--- config.mk ---
export PLATFORM = sky130hd
export DESIGN_NAME = trunc_csa_mult
export DESIGN_NICKNAME = d
export VERILOG_FILES = /design/src/rtl/trunc_csa_mult.sv
export SDC_FILE = /design/constraint.sdc
export NUM_CORES = 1
export LEC_CHECK = 0
export BUFFER_PORTS_ARGS = -buffer_cell sky130_fd_sc_hd__buf_2
export CORE_MARGIN = 2
export CORE_UTILIZATION = 45
export DETAILED_ROUTE_END_ITERATION = 10
export PLACE_DENSITY = 0.71
export SYNTH_ARGS = -nofsm -noshare
export SYNTH_HDL_FRONTEND = slang
export SYNTH_SLANG_ARGS = --single-unit
--- constraint.sdc ---
create_clock -name vclk -period 7.7
set_clock_uncertainty 0.15 [all_clocks]
set_input_delay 0.385 -clock vclk [all_inputs]
set_output_delay 0.385 -clock vclk [all_outputs]
set_load 0.01 [all_outputs]
--- src/rtl/trunc_csa_mult.sv ---
module trunc_csa_mult #(
  parameter int W = 16
) (
  input  logic [W-1:0] a,
  input  logic [W-1:0] b,
  output logic [W-1:0] p
);
  localparam int NCSA = W - 2;
  localparam int NVEC = W + 2 * NCSA;
  localparam int FX   = NVEC - 2;
  localparam int FY   = NVEC - 1;

  logic [W-1:0] vec [NVEC];

  // partial-product rows: fixed wiring, row i gated by b[i]
  for (genvar i = 0; i < W; i++) begin : g_row
    if (i == 0) begin : g_first
      assign vec[i] = b[i] ? a : '0;
    end else begin : g_rest
      assign vec[i] = b[i] ? {a[W-1-i:0], {i{1'b0}}} : '0;
    end
  end

  // carry-save tree, queue order: stage k eats vec[3k..3k+2], emits vec[W+2k], vec[W+2k+1]
  for (genvar k = 0; k < NCSA; k++) begin : g_csa
    logic [W-1:0] x, y, z, maj;
    assign x   = vec[3*k];
    assign y   = vec[3*k+1];
    assign z   = vec[3*k+2];
    assign maj = (x & y) | (x & z) | (y & z);
    assign vec[W+2*k]   = x ^ y ^ z;
    assign vec[W+2*k+1] = {maj[W-2:0], 1'b0};
  end

  // final ripple-carry adder, carry-out discarded
  logic [W-1:0] fx, fy, cy;
  assign fx    = vec[FX];
  assign fy    = vec[FY];
  assign cy[0] = 1'b0;

  for (genvar j = 0; j < W; j++) begin : g_rca
    assign p[j] = fx[j] ^ fy[j] ^ cy[j];
    if (j < W - 1) begin : g_c
      assign cy[j+1] = (fx[j] & fy[j]) | (fx[j] & cy[j]) | (fy[j] & cy[j]);
    end
  end
endmodule


==> Word-level counts from Yosys, hierarchy flattened <==
Index checks and enable logic that the tools add are counted.
{ "word_totals": {"ff_bits": 0, "input_bits": 32, "out_inout_bits": 16, "word_cells": 209} }
{ "classes": {"mux": 16, "bitwise_logic": 193} }
{ "ops": {"columns": ["op", "count"], "rows": [
  ["$and A15 B15 Y15", 42],
  ["$xor A16 B16 Y16", 28],
  ["$or A15 B15 Y15", 28],
  ["$mux W16", 16],
  ["$and A1 B1 Y1", 40],
  ["$xor A1 B1 Y1", 29],
  ["$or A1 B1 Y1", 26]
]} }

==> Logic depth before layout (Yosys ltp) <==
{ "depth": {"depth_word": 58, "mapped_depth": 27, "ltp_nobuf": 26} }

==> Least setup slack after synthesis <==
Ideal clock, no wire load.
{ "synth_timing": {"path_kind": "input port to output port", "start": "input b[5]", "end": "output p[15]", "t_arrival_ns": 7.846, "t_required_ns": 7.165, "path_slack_ns": -0.681, "path_stages": 27, "path_buffers": 1, "path_cell_list": "clkbuf_1 nand2_1 fa_1 fa_1 inv_1 fa_1 ha_1 ha_1 inv_1 fa_1 inv_1 fa_1 inv_1 fa_1 fa_1 inv_1 fa_1 fa_1 fa_1 fa_1 fa_1 fa_1 xor2_1 xnor2_1 xnor2_1 xnor2_1 xnor3_1"} }
{ "synth_via": {"elab_chain_cells": 42, "elab_cells_between_ends": 90, "classes_between": "1 x mux; 89 x bitwise"} }
{ "synth_rtl": {"columns": ["element", "line_no", "rtl"], "rows": [
  ["start, declared", "5", "input logic [W-1:0] b,"],
  ["$mux W16 (*)", "20", "assign vec[i] = b[i] ? {a[W-1-i:0], {i{1'b0}}} : '0;"],
  ["$xor A16 B16 Y16 (10 in series)", "31", "assign vec[W+2*k] = x ^ y ^ z;"],
  ["$and A1 B1 Y1", "44", "assign cy[j+1] = (fx[j] & fy[j]) | (fx[j] & cy[j]) | (fy[j] & cy[j]);"],
  ["$or A1 B1 Y1 (2 in series)", "44", null],
  ["$and A1 B1 Y1", "44", null],
  ["$or A1 B1 Y1 (2 in series)", "44", null],
  ["$and A1 B1 Y1", "44", null],
  ["$or A1 B1 Y1 (2 in series)", "44", null],
  ["[... 10 more ...]", null, null],
  ["$or A1 B1 Y1 (2 in series)", "44", null],
  ["$and A1 B1 Y1", "44", null],
  ["$or A1 B1 Y1 (2 in series)", "44", null],
  ["$and A1 B1 Y1", "44", null],
  ["$or A1 B1 Y1 (2 in series)", "44", null],
  ["$and A1 B1 Y1", "44", null],
  ["$or A1 B1 Y1 (2 in series)", "44", null],
  ["$xor A1 B1 Y1 (*)", "42", "assign p[j] = fx[j] ^ fy[j] ^ cy[j];"],
  ["end, declared", "6", "output logic [W-1:0] p"]
]} }
Mark *: on every way between the ends. The rest lies on a longest branch, timed or not.

==> Worst setup path in the final report <==
{ "layout_timing": {"start": "input a[3]", "end": "output p[15]"} }
{ "layout_via": {"elab_chain_cells": 48, "elab_cells_between_ends": 166, "classes_between": "13 x mux; 153 x bitwise"} }
{ "layout_rtl": {"columns": ["element", "line_no", "rtl"], "rows": [
  ["start, declared", "4", "input logic [W-1:0] a,"],
  ["$mux W16", "18", "assign vec[i] = b[i] ? a : '0;"],
  ["$xor A16 B16 Y16 (10 in series)", "31", null],
  ["$and A1 B1 Y1", "44", null],
  ["$or A1 B1 Y1 (2 in series)", "44", null],
  ["$and A1 B1 Y1", "44", null],
  ["$or A1 B1 Y1 (2 in series)", "44", null],
  ["$and A1 B1 Y1", "44", null],
  ["$or A1 B1 Y1 (2 in series)", "44", null],
  ["[... 16 more ...]", null, null],
  ["$or A1 B1 Y1 (2 in series)", "44", null],
  ["$and A1 B1 Y1", "44", null],
  ["$or A1 B1 Y1 (2 in series)", "44", null],
  ["$and A1 B1 Y1", "44", null],
  ["$or A1 B1 Y1 (2 in series)", "44", null],
  ["$and A1 B1 Y1", "44", null],
  ["$or A1 B1 Y1 (2 in series)", "44", null],
  ["$xor A1 B1 Y1 (*)", "42", null]
]} }
Marked as above.

==> impl_results.md <==
- Status: complete, but fails checks
- Failing checks: negative setup slack
- Avg Synthesized Cell Area: 9.44 um^2
- DR vias: 2737
- RSZ-0062 raised after global routing: yes
- Crit start category: primary input
- Slowest stage delay, CP: 0.52 ns
- Fin crit period: 7.76 ns
- FP Rows: 33
- Antenna cells: 0
- Worst IR Drop VDD: 0.474 mV
- Port Buf Inserts: 48
- DR WL/cell: 14.3 um
- Sequential Area: 0 um^2
- Seq Cell Count: 0
- Pleak: 2.29 nW
- CP Max Fanout: 2
- Synth cell types: 13
- Fin util: 53.2%
- Sequential area share after synthesis: 0%
- Layout cells sized above 1: 21.1%
- Setup WS pre-CTS: -0.505 ns
- Chip Height: 95.9 um
- Syn-to-layout area delta: 14.9%
- Fin worst setup slack: -0.0612 ns
- Most Frequent Cell on Critical Path: fa_2
- Vias in the first global route: 3061
- Pin count of the biggest net entering global routing: 12
- # IOs: 48
- Worst EP arrival: 7.23 ns
- First-pass GRT wire length: 14100 um
- GP Congestion: 0.901
- Syn Inst Count: 403
- Fin. Hold Viols: 0
- Grt ovf: 0
- Syn nets: 570
- Worst slew margin: 72.5%
- Hpwl dp: 7430 um
- Core Area: 8220 um^2
- Net count, final: 634
- Total GRT Usage: 19.7%
- Clock buffer count: 0
- Routed Antenna Nets: 0
- Final WL: 8160 um
- Starting Density: 46.3%
- Die Area: 9200 um^2
- Yosys warnings: 0
- Postcts setup bufs: 0
- Fmax: 129 MHz
- Worst path slowest cell: fa_1
- DR vias/cell: 4.80
- Kind of critical path: in -> out
- Power per Cell Area: 308 nW/um^2
- Initial DRC count: 83
- Slew Viols, Final: 0
- CP Data Required Time: 7.16 ns
- Crit share post-route: 101%
- Worst Setup End Kind: output pin
- Fill cells: 747
- Final setup fails: 1
- Worst Tran Pin Value: 0.409 ns
- Detailed Routing Iterations Pass 1: 4
- Die width: 95.9 um
- Remaining DRCs: 0
- Mapped cell area: 3800 um^2
- HP Class: in -> out
- Initial antenna violation count: 0
- Max-cap viol count: 0
- Worst hold margin: 1.15 ns
==> per-stage QoR <==
step	setup TNS (ns)	power (W)	instance area, um^2	instances
after floorplan	0	0.000992	3860	403
after global placement	-0.417	0.00134	4340	570
after detailed placement	-0.505	0.00136	4340	570
after CTS	-0.117	0.00140	4370	570
after global routing	-0.315	0.00157	4370	570
final	-0.0612	0.00134	4370	570
==> placed cells by master, fill, tap and decap left out <==
cell | Yosys | final
fa_2 | 0 | 9
fa_1 | 90 | 81
and2_1 | 90 | 90
xnor2_1 | 20 | 20
xnor2_2 | 1 | 1
xor2_2 | 0 | 1
nand2_2 | 1 | 3
buf_4 | 0 | 30
nand2_1 | 37 | 35
buf_6 | 1 | 1
xnor3_1 | 1 | 1
buf_2 | 0 | 44
inv_1 | 90 | 89
xor2_1 | 7 | 6
inv_2 | 0 | 1
and2_2 | 8 | 8
ha_1 | 45 | 45
==> cells by family after synthesis <==
| group | count (synthesis) | synth area share [%] |
|---|---|---|
| buffers and inverters | 103 | 10.4 |
| AND/OR/NAND/NOR | 136 | 20.2 |
| XOR/XNOR | 29 | 7.24 |
| adder cells (fa/ha/maj) | 135 | 62.2 |
==> synth_stat cells (all sizes together) <==
cell type / n / share of area (%)
xnor2: 21 / 5.0
and2: 98 / 16
clkbuf: 12 / 1.2
buf: 1 / 0.30
ha: 45 / 15
xor2: 7 / 1.6
xnor3: 1 / 0.59
nand2: 38 / 3.8
fa: 90 / 47
inv: 90 / 8.9
==> per-layer routing <==
layer / share of wire (%) / GRT usage [%]
met2: 53 / 37.6
met1: 42 / 25.3
met4: 1.0 / 2.86
met3: 3.8 / 0.783
met5: 0 / 0
==> layout make-up <==
class,count,area [um^2],area share (%)
repair buffers,75,457,10.5
inverters,90,338,7.73
multi-input cells,300,3440,78.8
well taps,105,131,3.01
==> critical path, delay by kind of cell <==
kind	cells	cell delay, ns
XOR/XNOR	5	0.87
adder cells (fa/ha/maj)	15	5.37
buffers and inverters	7	0.52
AND/OR/NAND/NOR	1	0.06
==> report_power, final <==
group | internal (W) | switching, W | total [W]
Combinational | 0.000635 | 0.000709 | 0.00134
Clock | 0 | 0 | 0
Sequential | 0 | 0 | 0
==> timing repair <==
| action | in CTS | in global routing |
|---|---|---|
| resized for setup | 10 | 0 |
| setup endpoints to repair | 1 | 1 |
| pin swaps | 12 | 1 |
| hold buffers | 0 | 0 |
==> final timing paths <==
check	start	endpoint	slack (ns)	depth (start not counted)
setup / recovery	a[3]	p[15]	-0.06	28
hold / removal	b[0]	p[0]	1.15	4
No activity file was read; power rests on OpenSTA's default activity.
